### config.mk
export PLATFORM = sky130hd
export DESIGN_NAME = store_buffer
export DESIGN_NICKNAME = d
export VERILOG_FILES = /design/src/rtl/sb_pkg.sv /design/src/rtl/sb_queue.sv /design/src/rtl/sb_fwd.sv /design/src/rtl/store_buffer.sv
export SDC_FILE = /design/constraint.sdc
export NUM_CORES = 1
export LEC_CHECK = 0
export ABC_AREA = 1
export CAP_MARGIN = 20
export CORE_MARGIN = 1
export CORE_UTILIZATION = 45
export DETAILED_ROUTE_END_ITERATION = 10
export DONT_BUFFER_PORTS = 1
export GPL_TIMING_DRIVEN = 0
export PLACE_DENSITY = 0.6
export SETUP_SLACK_MARGIN = 0.1
export SYNTH_ARGS = -nofsm -noshare
export SYNTH_HDL_FRONTEND = slang
export SYNTH_SLANG_ARGS = --single-unit
export TNS_END_PERCENT = 20
### constraint.sdc
create_clock -name clk -period 11.1 [get_ports clk]
set_input_delay 1.11 -clock clk [delete_from_list [all_inputs] [get_ports clk]]
set_output_delay 1.11 -clock clk [all_outputs]
set_load 0.005 [all_outputs]
### src/rtl/sb_pkg.sv
package sb_pkg;
    parameter int ADDR_W = 16;
    parameter int DATA_W = 32;

    typedef logic [ADDR_W-1:0] addr_t;
    typedef logic [DATA_W-1:0] data_t;

    typedef struct packed {
        addr_t addr;
        data_t data;
    } sb_entry_t;

    function automatic logic addr_match(input addr_t a, input addr_t b);
        return a == b;
    endfunction
endpackage

### src/rtl/sb_queue.sv
module sb_queue
    import sb_pkg::*;
#(
    parameter int DEPTH = 4,
    localparam int PTR_W = $clog2(DEPTH),
    localparam int CNT_W = PTR_W + 1
) (
    input  logic                        clk,
    input  logic                        rst,
    input  logic                        push,
    input  sb_entry_t                   push_ent,
    input  logic                        pop,
    output sb_entry_t [DEPTH-1:0]       ents,
    output logic [PTR_W-1:0]            head_ptr,
    output logic [CNT_W-1:0]            count
);
    sb_entry_t [DEPTH-1:0] mem_q;
    logic [PTR_W-1:0]      tail_q;

    always_ff @(posedge clk) begin
        if (rst) begin
            head_ptr <= '0;
            tail_q   <= '0;
            count    <= '0;
        end else begin
            if (push) begin
                mem_q[tail_q] <= push_ent;
                tail_q        <= tail_q + 1'b1;
            end
            if (pop) head_ptr <= head_ptr + 1'b1;
            case ({push, pop})
                2'b10:   count <= count + 1'b1;
                2'b01:   count <= count - 1'b1;
                default: count <= count;
            endcase
        end
    end

    assign ents = mem_q;

    p_no_overflow_r2: assert property (@(posedge clk) disable iff (rst)
        push |-> (count < CNT_W'(DEPTH)));

    p_no_underflow_r3: assert property (@(posedge clk) disable iff (rst)
        pop |-> (count != '0));

    p_count_bound_r2: assert property (@(posedge clk) disable iff (rst)
        count <= CNT_W'(DEPTH));
endmodule

### src/rtl/sb_fwd.sv
module sb_fwd
    import sb_pkg::*;
#(
    parameter int DEPTH = 4,
    localparam int PTR_W = $clog2(DEPTH),
    localparam int CNT_W = PTR_W + 1
) (
    input  logic                  clk,
    input  logic                  rst,
    input  sb_entry_t [DEPTH-1:0] ents,
    input  logic [PTR_W-1:0]      head_ptr,
    input  logic [CNT_W-1:0]      count,
    input  addr_t                 ld_addr,
    output logic                  hit,
    output data_t                 hit_data
);
    logic [PTR_W-1:0] idx;

    // Scan from oldest to youngest; a later match overrides, so the youngest wins.
    always_comb begin
        hit      = 1'b0;
        hit_data = '0;
        idx      = '0;
        for (int k = 0; k < DEPTH; k++) begin
            idx = head_ptr + PTR_W'(k);
            if ((CNT_W'(k) < count) && addr_match(ents[idx].addr, ld_addr)) begin
                hit      = 1'b1;
                hit_data = ents[idx].data;
            end
        end
    end

    p_hit_needs_entry_r5: assert property (@(posedge clk) disable iff (rst)
        hit |-> (count != '0));
endmodule

### src/rtl/store_buffer.sv
module store_buffer
    import sb_pkg::*;
#(
    parameter int DEPTH = 4,
    localparam int PTR_W = $clog2(DEPTH),
    localparam int CNT_W = PTR_W + 1
) (
    input  logic              clk,
    input  logic              rst,
    input  logic              strict_mode,
    input  logic              st_valid,
    output logic              st_ready,
    input  logic [ADDR_W-1:0] st_addr,
    input  logic [DATA_W-1:0] st_data,
    input  logic              ld_valid,
    output logic              ld_ready,
    input  logic [ADDR_W-1:0] ld_addr,
    output logic [DATA_W-1:0] ld_data,
    input  logic              fence_req,
    output logic              fence_done,
    output logic              c_wr_valid,
    input  logic              c_wr_ready,
    output logic [ADDR_W-1:0] c_wr_addr,
    output logic [DATA_W-1:0] c_wr_data,
    output logic              c_rd_en,
    output logic [ADDR_W-1:0] c_rd_addr,
    input  logic [DATA_W-1:0] c_rd_data
);
    sb_entry_t [DEPTH-1:0] ents;
    logic [PTR_W-1:0]      head_ptr;
    logic [CNT_W-1:0]      count;
    logic                  empty, full, push, pop, fwd_hit, ld_fire;
    data_t                 fwd_data;
    sb_entry_t             push_ent;

    assign empty    = (count == '0);
    assign full     = (count == CNT_W'(DEPTH));
    assign st_ready = !full && !fence_req;
    assign push     = st_valid && st_ready;
    assign push_ent = '{addr: st_addr, data: st_data};

    assign c_wr_valid = !empty;
    assign c_wr_addr  = ents[head_ptr].addr;
    assign c_wr_data  = ents[head_ptr].data;
    assign pop        = c_wr_valid && c_wr_ready;

    assign ld_ready   = !fence_req && (!strict_mode || empty);
    assign ld_fire    = ld_valid && ld_ready;
    assign c_rd_en    = ld_fire && !fwd_hit;
    assign c_rd_addr  = ld_addr;
    assign ld_data    = fwd_hit ? fwd_data : c_rd_data;

    assign fence_done = fence_req && empty;

    sb_queue #(.DEPTH(DEPTH)) u_queue (
        .clk      (clk),
        .rst      (rst),
        .push     (push),
        .push_ent (push_ent),
        .pop      (pop),
        .ents     (ents),
        .head_ptr (head_ptr),
        .count    (count)
    );

    sb_fwd #(.DEPTH(DEPTH)) u_fwd (
        .clk      (clk),
        .rst      (rst),
        .ents     (ents),
        .head_ptr (head_ptr),
        .count    (count),
        .ld_addr  (ld_addr),
        .hit      (fwd_hit),
        .hit_data (fwd_data)
    );

    p_head_hold_r3: assert property (@(posedge clk) disable iff (rst)
        (c_wr_valid && !c_wr_ready) |=> (c_wr_valid && $stable(c_wr_addr) && $stable(c_wr_data)));

    p_strict_order_r8: assert property (@(posedge clk) disable iff (rst)
        (strict_mode && ld_fire) |-> !c_wr_valid);

    p_fence_drained_r9: assert property (@(posedge clk) disable iff (rst)
        fence_done |-> !c_wr_valid);

    p_fence_blocks_r9: assert property (@(posedge clk) disable iff (rst)
        fence_req |-> (!push && !ld_fire));
endmodule

* Word level (Yosys, flattened, before mapping)
Cells that the tools add are included.
** Storage, ports and cells
- Bits in registers :: 199
- Word-level logic and storage cells :: 77
- Bits of input ports :: 103
- Output and inout bits :: 101
** Operators by class
- Add/sub/neg operators :: 6
- Mux-type cells :: 21
- Reductions and logical operators :: 21
- Magnitude comparators :: 10
- Equality and inequality tests :: 7
- Bitwise operators :: 1
** Operators with widths (number)
- binary-select mux 48 bit (select 2 bit) :: 4
- two-way mux 48 bit :: 5
- bitwise mux 192 bit :: 1
- two-way mux 32 bit :: 5
- demux 48 bit (select 2 bit) :: 1
- == test 16 bit :: 4
- less-than comparator 2 x 3 -> 1 bit (second input constant) :: 5
- logical AND 1 bit :: 12
- less-than comparator 1 x 3 -> 1 bit (first input constant) :: 2
- less-than comparator 2 x 3 -> 1 bit (first input constant) :: 2
- one-hot mux 3 bit (2 select lines) :: 1
- zero test 1 bit :: 5
- adder 2 x 1 -> 2 bit (second input constant) :: 2
- adder 2 bit (second input constant) :: 2
- two-way mux 1 bit :: 4
- adder 3 x 1 -> 3 bit (second input constant) :: 1
- == test 3 bit (second input constant) :: 1
- zero test 3 bit :: 1
- subtractor 3 x 1 -> 3 bit (second input constant) :: 1
- == test 2 x 1 -> 1 bit (second input constant) :: 1
- == test 2 bit (second input constant) :: 1
- greater-or-equal comparator 2 x 1 -> 1 bit (second input constant) :: 1
- AND reduction 2 bit :: 1
- nonzero test 2 bit :: 1
- 2 further kinds :: 2

* Longest topological paths before layout
- Depth in word-level cells :: 10
- Depth in mapped cells :: 21
- Depth with buffers taken out :: 18

* By module
Synthesis repeated with hierarchy kept, for this count alone.
** Unflattened totals
- Cells, all modules :: 2260
- Area total of the unflattened synthesis :: 15752.6 um2
** By module, submodules not included
- sb_fwd :: times used 1, sequential area each 0.0 um2, cells each 1514, area an instance 7040.5 um2
- sb_queue :: times used 1, sequential area each 5905.7 um2, cells each 245, area an instance 6158.4 um2
- store_buffer :: times used 1, sequential area each 0.0 um2, cells each 501, area an instance 2553.7 um2

* Worst setup path before layout
OpenSTA, ideal clock, no wires.
- Kind :: input to register
- From :: input fence_req
- To :: register u_queue.mem_q (netlist bit u_queue.ents[0]) (enable)
- Required time :: 10646 ps
- Path buffers :: 0
- Data arrival time :: 3785 ps
- Stages :: 4
- Path slack :: 6862 ps
- Library setup time :: 454 ps
- Path through :: a21oi_1 nand2_1 or2_2 nor2_1
** On the way
- Word-level cells in the longest chain between the ends :: 4
** RTL lines
- from (decl) :: RTL line store_buffer.sv:19 : input logic fence_req,
- zero test 1 bit :: RTL line store_buffer.sv:38 : assign st_ready = !full && !fence_req;
- logical AND 1 bit :: RTL line store_buffer.sv:38
- logical AND 1 bit :: RTL line store_buffer.sv:39 : assign push = st_valid && st_ready;
- AND reduction 2 bit (no line)
- to (signal, indexed assignment) :: RTL line sb_queue.sv:27 : mem_q[tail_q] <= push_ent;
- to (decl) :: RTL line sb_queue.sv:17 : sb_entry_t [DEPTH-1:0] mem_q;
No other way between the ends.
A chain may end at the register's enable or synchronous reset.

* Worst setup path in the final report
- From :: register u_queue.head_ptr[1]
- To :: output ld_data[2]
** On the way
- Word-level cells in the longest chain between the ends :: 9
- Elaborated cells between the ends (all ways) :: 28
- Classes of those cells :: 3 x add/sub; 4 x eq/ne; 17 x mux; 4 x reduce/logical
** RTL lines
- from (decl) :: RTL line sb_queue.sv:14 : output logic [PTR_W-1:0] head_ptr,
- from (signal assigned) :: RTL line sb_queue.sv:30 : if (pop) head_ptr <= head_ptr + 1'b1;
- adder 2 x 1 -> 2 bit / binary-select mux 48 bit (select 2 bit) (equally long branches) :: RTL line sb_fwd.sv:25, sb_fwd.sv:26, sb_fwd.sv:28
- binary-select mux 48 bit (select 2 bit) / two-way mux 48 bit (equally long branches) :: RTL line sb_fwd.sv:26, sb_fwd.sv:28
- two-way mux 48 bit (not written as such) / == test 16 bit (equally long branches) :: RTL line sb_fwd.sv:28, sb_pkg.sv:14
- == test 16 bit / logical AND 1 bit (equally long branches) :: RTL line sb_pkg.sv:14, sb_fwd.sv:26
- logical AND 1 bit, or another cell as far along :: RTL line sb_fwd.sv:26 : if ((CNT_W'(k) < count) && addr_match(ents[idx].addr, ld_addr)) begin
- two-way mux 32 bit / two-way mux 1 bit (equally long branches) (3 in series) :: RTL line sb_fwd.sv:26
- two-way mux 32 bit (*) :: RTL line store_buffer.sv:51 : assign ld_data = fwd_hit ? fwd_data : c_rd_data;
- to (decl) :: RTL line store_buffer.sv:18 : output logic [DATA_W-1:0] ld_data,
Every way passes the cells marked *; elsewhere a longest branch is shown, timed or not. The select of a mux whose other input is x is not followed.

==> flow_metrics.py <==
metrics = {
    "timing": {
        "relSlewSlack_pct": 38.9,
        "setup_viol": 0,
        "worst_slew_pin_slew_ps": 917,
        "hold_viol": 0,
        "post-route-period-util_pct": 45.0,
        "rsz0062_at_grt": "false",
        "finalSetupTns_ps": 0,
        "period_minus_slack_ps": 4990,
        "clock_skew_ps": 9.66,
        "drv_slew": 0,
        "clock.fmax_mhz": 200,
    },
    "cts": {
        "cts_buffers": 17,
        "h-tree-depth": 4,
        "clock-root-buffer": "clkbuf_16",
        "post_cts_resized": 0,
        "path_clk_slew_ps": 80,
        "post_cts_buffers": 0,
        "clock_latency_ps": 460,
        "clk_path_buf_depth": 2,
        "holdBufCountCts": 0,
        "clock_sinks": 199,
        "cts_tree": "yes",
    },
    "synth": {
        "synth-seq-cells": 199,
        "synth_nets": 2147,
        "netlist_area_um2": 14600,
        "yosysUniqueCellTypes": 39,
        "yosysSeqAreaShare_pct": 40.5,
        "synthTopCellsByArea": "edfxtp_1 (40%), nand2_1 (20%), o21ai_0 (6.7%)",
        "synthCells": 2035,
        "avgSynthCellArea_um2": 7.17,
        "yosysWarningCount": 0,
        "yosysTopAreaCellShare_pct": 39.5,
        "synth_area_leader_cell": "edfxtp_1",
    },
    "routing": {
        "vias_per_cell": 5.75,
        "dr_wl_met2_um": 24300,
        "vias": 14254,
        "met3_length_um": 5140,
        "drt_iter0_drc": 1578,
        "routedWlPerCell_um": 21.6,
        "top_layer_used": "met4",
        "first_pass_iters": 6,
        "drc": 0,
        "met1_length_um": 22000,
        "drt-total-wl_um": 53400,
        "ant_nets": 0,
    },
    "power": {
        "power_switching_uw": 1570,
        "power.internal_uw": 1690,
        "total_power_uw": 3260,
        "power_density_nw_per_um2": 204,
        "power_frac_seq_pct": 26.2,
        "p_leak_uw": 0.00717,
        "clkPwrFrac_pct": 21.5,
        "sw_frac_of_total_pct": 48.2,
        "p_comb_share_pct": 52.3,
        "ir_drop_uv": 130,
    },
    "cells_and_area": {
        "final_cell_mix": "nand2_1 (792), inv_1 (209), o21ai_0 (196)",
        "drive_gt1_share_pct": 8.10,
        "post-route-util_pct": 50.4,
        "diodes": 0,
        "n_fill_cell": 3113,
        "area_growth_syn_to_layout_pct": 9.48,
        "fin_cells": 2477,
        "final_common_cell": "nand2_1",
        "finish.instance_area_um2": 16000,
        "finalNetCount": 2174,
    },
    "setup_path": {
        "critical-path-max-stage-delay_ps": 710,
        "critical_path_class": "flop to primary output",
        "cpMostUsedCell": "nand2_1",
        "cp-start-kind": "flop",
        "worstPathRequired_ps": 9990,
        "crit_arrival_ps": 3880,
        "cp_max_fo": 10,
        "crit_path_end_kind": "primary output",
        "crit_buf_inv": 4,
        "critical-path-top-delay-family": "simple AND/OR/NAND/NOR gates",
        "crit_chain": "buf_4 > inv_2 > clkbuf_1 > nand3_1 > nand3_1 > nand2_1 > nor2_1 > nand3_1 > nor2_2 > nand3_2 > buf_2 > nand2_1 > nand2_1 > nand2_1 > nand2_1 > nand2_1",
        "slowest_stage": "clkbuf_1",
    },
    "floorplanning": {
        "core.rowCount": 65,
        "die_w_um": 182,
        "dieHeight_um": 182,
        "start_util_pct": 46.0,
        "die-area_um2": 33100,
        "coreArea_um2": 31700,
        "ios": 204,
    },
    "place": {
        "gp_congestion": 1.01,
        "placed_cells": 2445,
        "placed_cell_area_um2": 15300,
        "dp_hpwl_um": 39200,
        "io_buffer_count": 0,
    },
    "run": {
        "maxCapViolations": 0,
    },
    "hold_path": {
        "hold_path_class": "flop to flop",
    },
    "global_routing": {
        "grt_antenna_before_repair": 0,
        "grt_pass1_vias": 13394,
        "grt_usage_pct": 32.4,
        "grt-ovfl-total": 0,
        "grt_max_degree": 25,
        "grt_pass1_wl_um": 79600,
    },
    "run_status": {
        "status": "complete, no violations",
    },
}
-- sequential cells by signal (all words and copies together) (netlist names) --
register          cells
u_queue.ents        192
u_queue.tail_q        2
u_queue.head_ptr      2
u_queue.count         3
-- tightest hold or removal path: stages, from the launching register on --
cell and delay (ps):
dfxtp_1 330, inv_1 100, a211oi_1 80
-- cell type report --
type / count / area, um^2 / area share, %
buffer: 139 / 763 / 4.78
clock buffer: 17 / 425 / 2.66
clock inverter: 15 / 235 / 1.47
inverter: 212 / 796 / 4.98
multi-input combinational: 1485 / 7160 / 44.8
sequential: 199 / 5910 / 37.0
tap: 402 / 503 / 3.15
timing repair buffer: 8 / 190 / 1.19
-- routing by layer --
metal | vias up | global-route usage [%]
met4 | 0 | 14.1
met3 | 119 | 8.16
met1 | 6626 | 41.5
li1 | 6758 | -
met2 | 751 | 51.8
met5 | - | 0
-- metrics by stage --
| step | hold slack [ps] | worst slack, ps |
|---|---|---|
| finish | 549 | 6110 |
| global route | 609 | 5850 |
| CTS | 556 | 6180 |
| detailed placement | 541 | 6680 |
| global placement | 520 | 4580 |
| floorplan | 498 | 6860 |
-- Yosys cell counts --
cell type	count
nand3_1	114
nand2_2	1
mux2i_1	64
ha_1	9
and2_0	1
o211ai_1	10
o21ai_0	196
nor4_1	3
clkinv_1	1
a21oi_1	10
nor2_4	2
nor2_1	39
nand2_4	1
inv_2	2
xor2_1	10
o21bai_1	2
o21a_1	3
a211oi_1	2
buf_1	12
buf_6	8
edfxtp_1	192
clkbuf_1	30
or2_2	10
nor3_2	1
nor3b_1	2
nand4_1	117
and3b_1	1
buf_4	28
nor3_1	2
dfxtp_1	7
o21ai_1	46
inv_1	209
nor2_2	8
nand3_2	2
or2_0	28
buf_2	61
o2111ai_1	1
or2_1	8
nand2_1	792
-- path summary, 6_finish.rpt --
check,from,end,slack (ps),cells after the start
setup / recovery,u_queue.head_ptr[1],ld_data[2],6110,16
hold / removal,u_queue.tail_q[1],u_queue.tail_q[1],550,2
setup reg to reg,u_queue.count[0],u_queue.ents[10],8250,8
hold reg to reg,u_queue.tail_q[1],u_queue.tail_q[1],550,2
-- power groups by stage --
| stage | registers (uW) | clock network [uW] | logic, uW |
|---|---|---|---|
| after floorplan | 869 | 0 | 1100 |
| after global placement | 873 | 0 | 1640 |
| after detailed placement | 872 | 0 | 1660 |
| after CTS | 855 | 708 | 1660 |
| after global routing | 857 | 734 | 1860 |
| final | 855 | 701 | 1700 |
-- cell families after synthesis --
kind of cell	count (synthesis)	share of synthesized area, %
and+or+nand+nor	1132	33.5
buffers and inverters	351	10.7
AOI/OAI and AO/OA	270	9.58
DFF	199	40.5
muxes	64	4.39
xor gates and xnor gates	10	0.600
adders and majority gates	9	0.772
No activity file was read; power rests on OpenSTA's default activity.
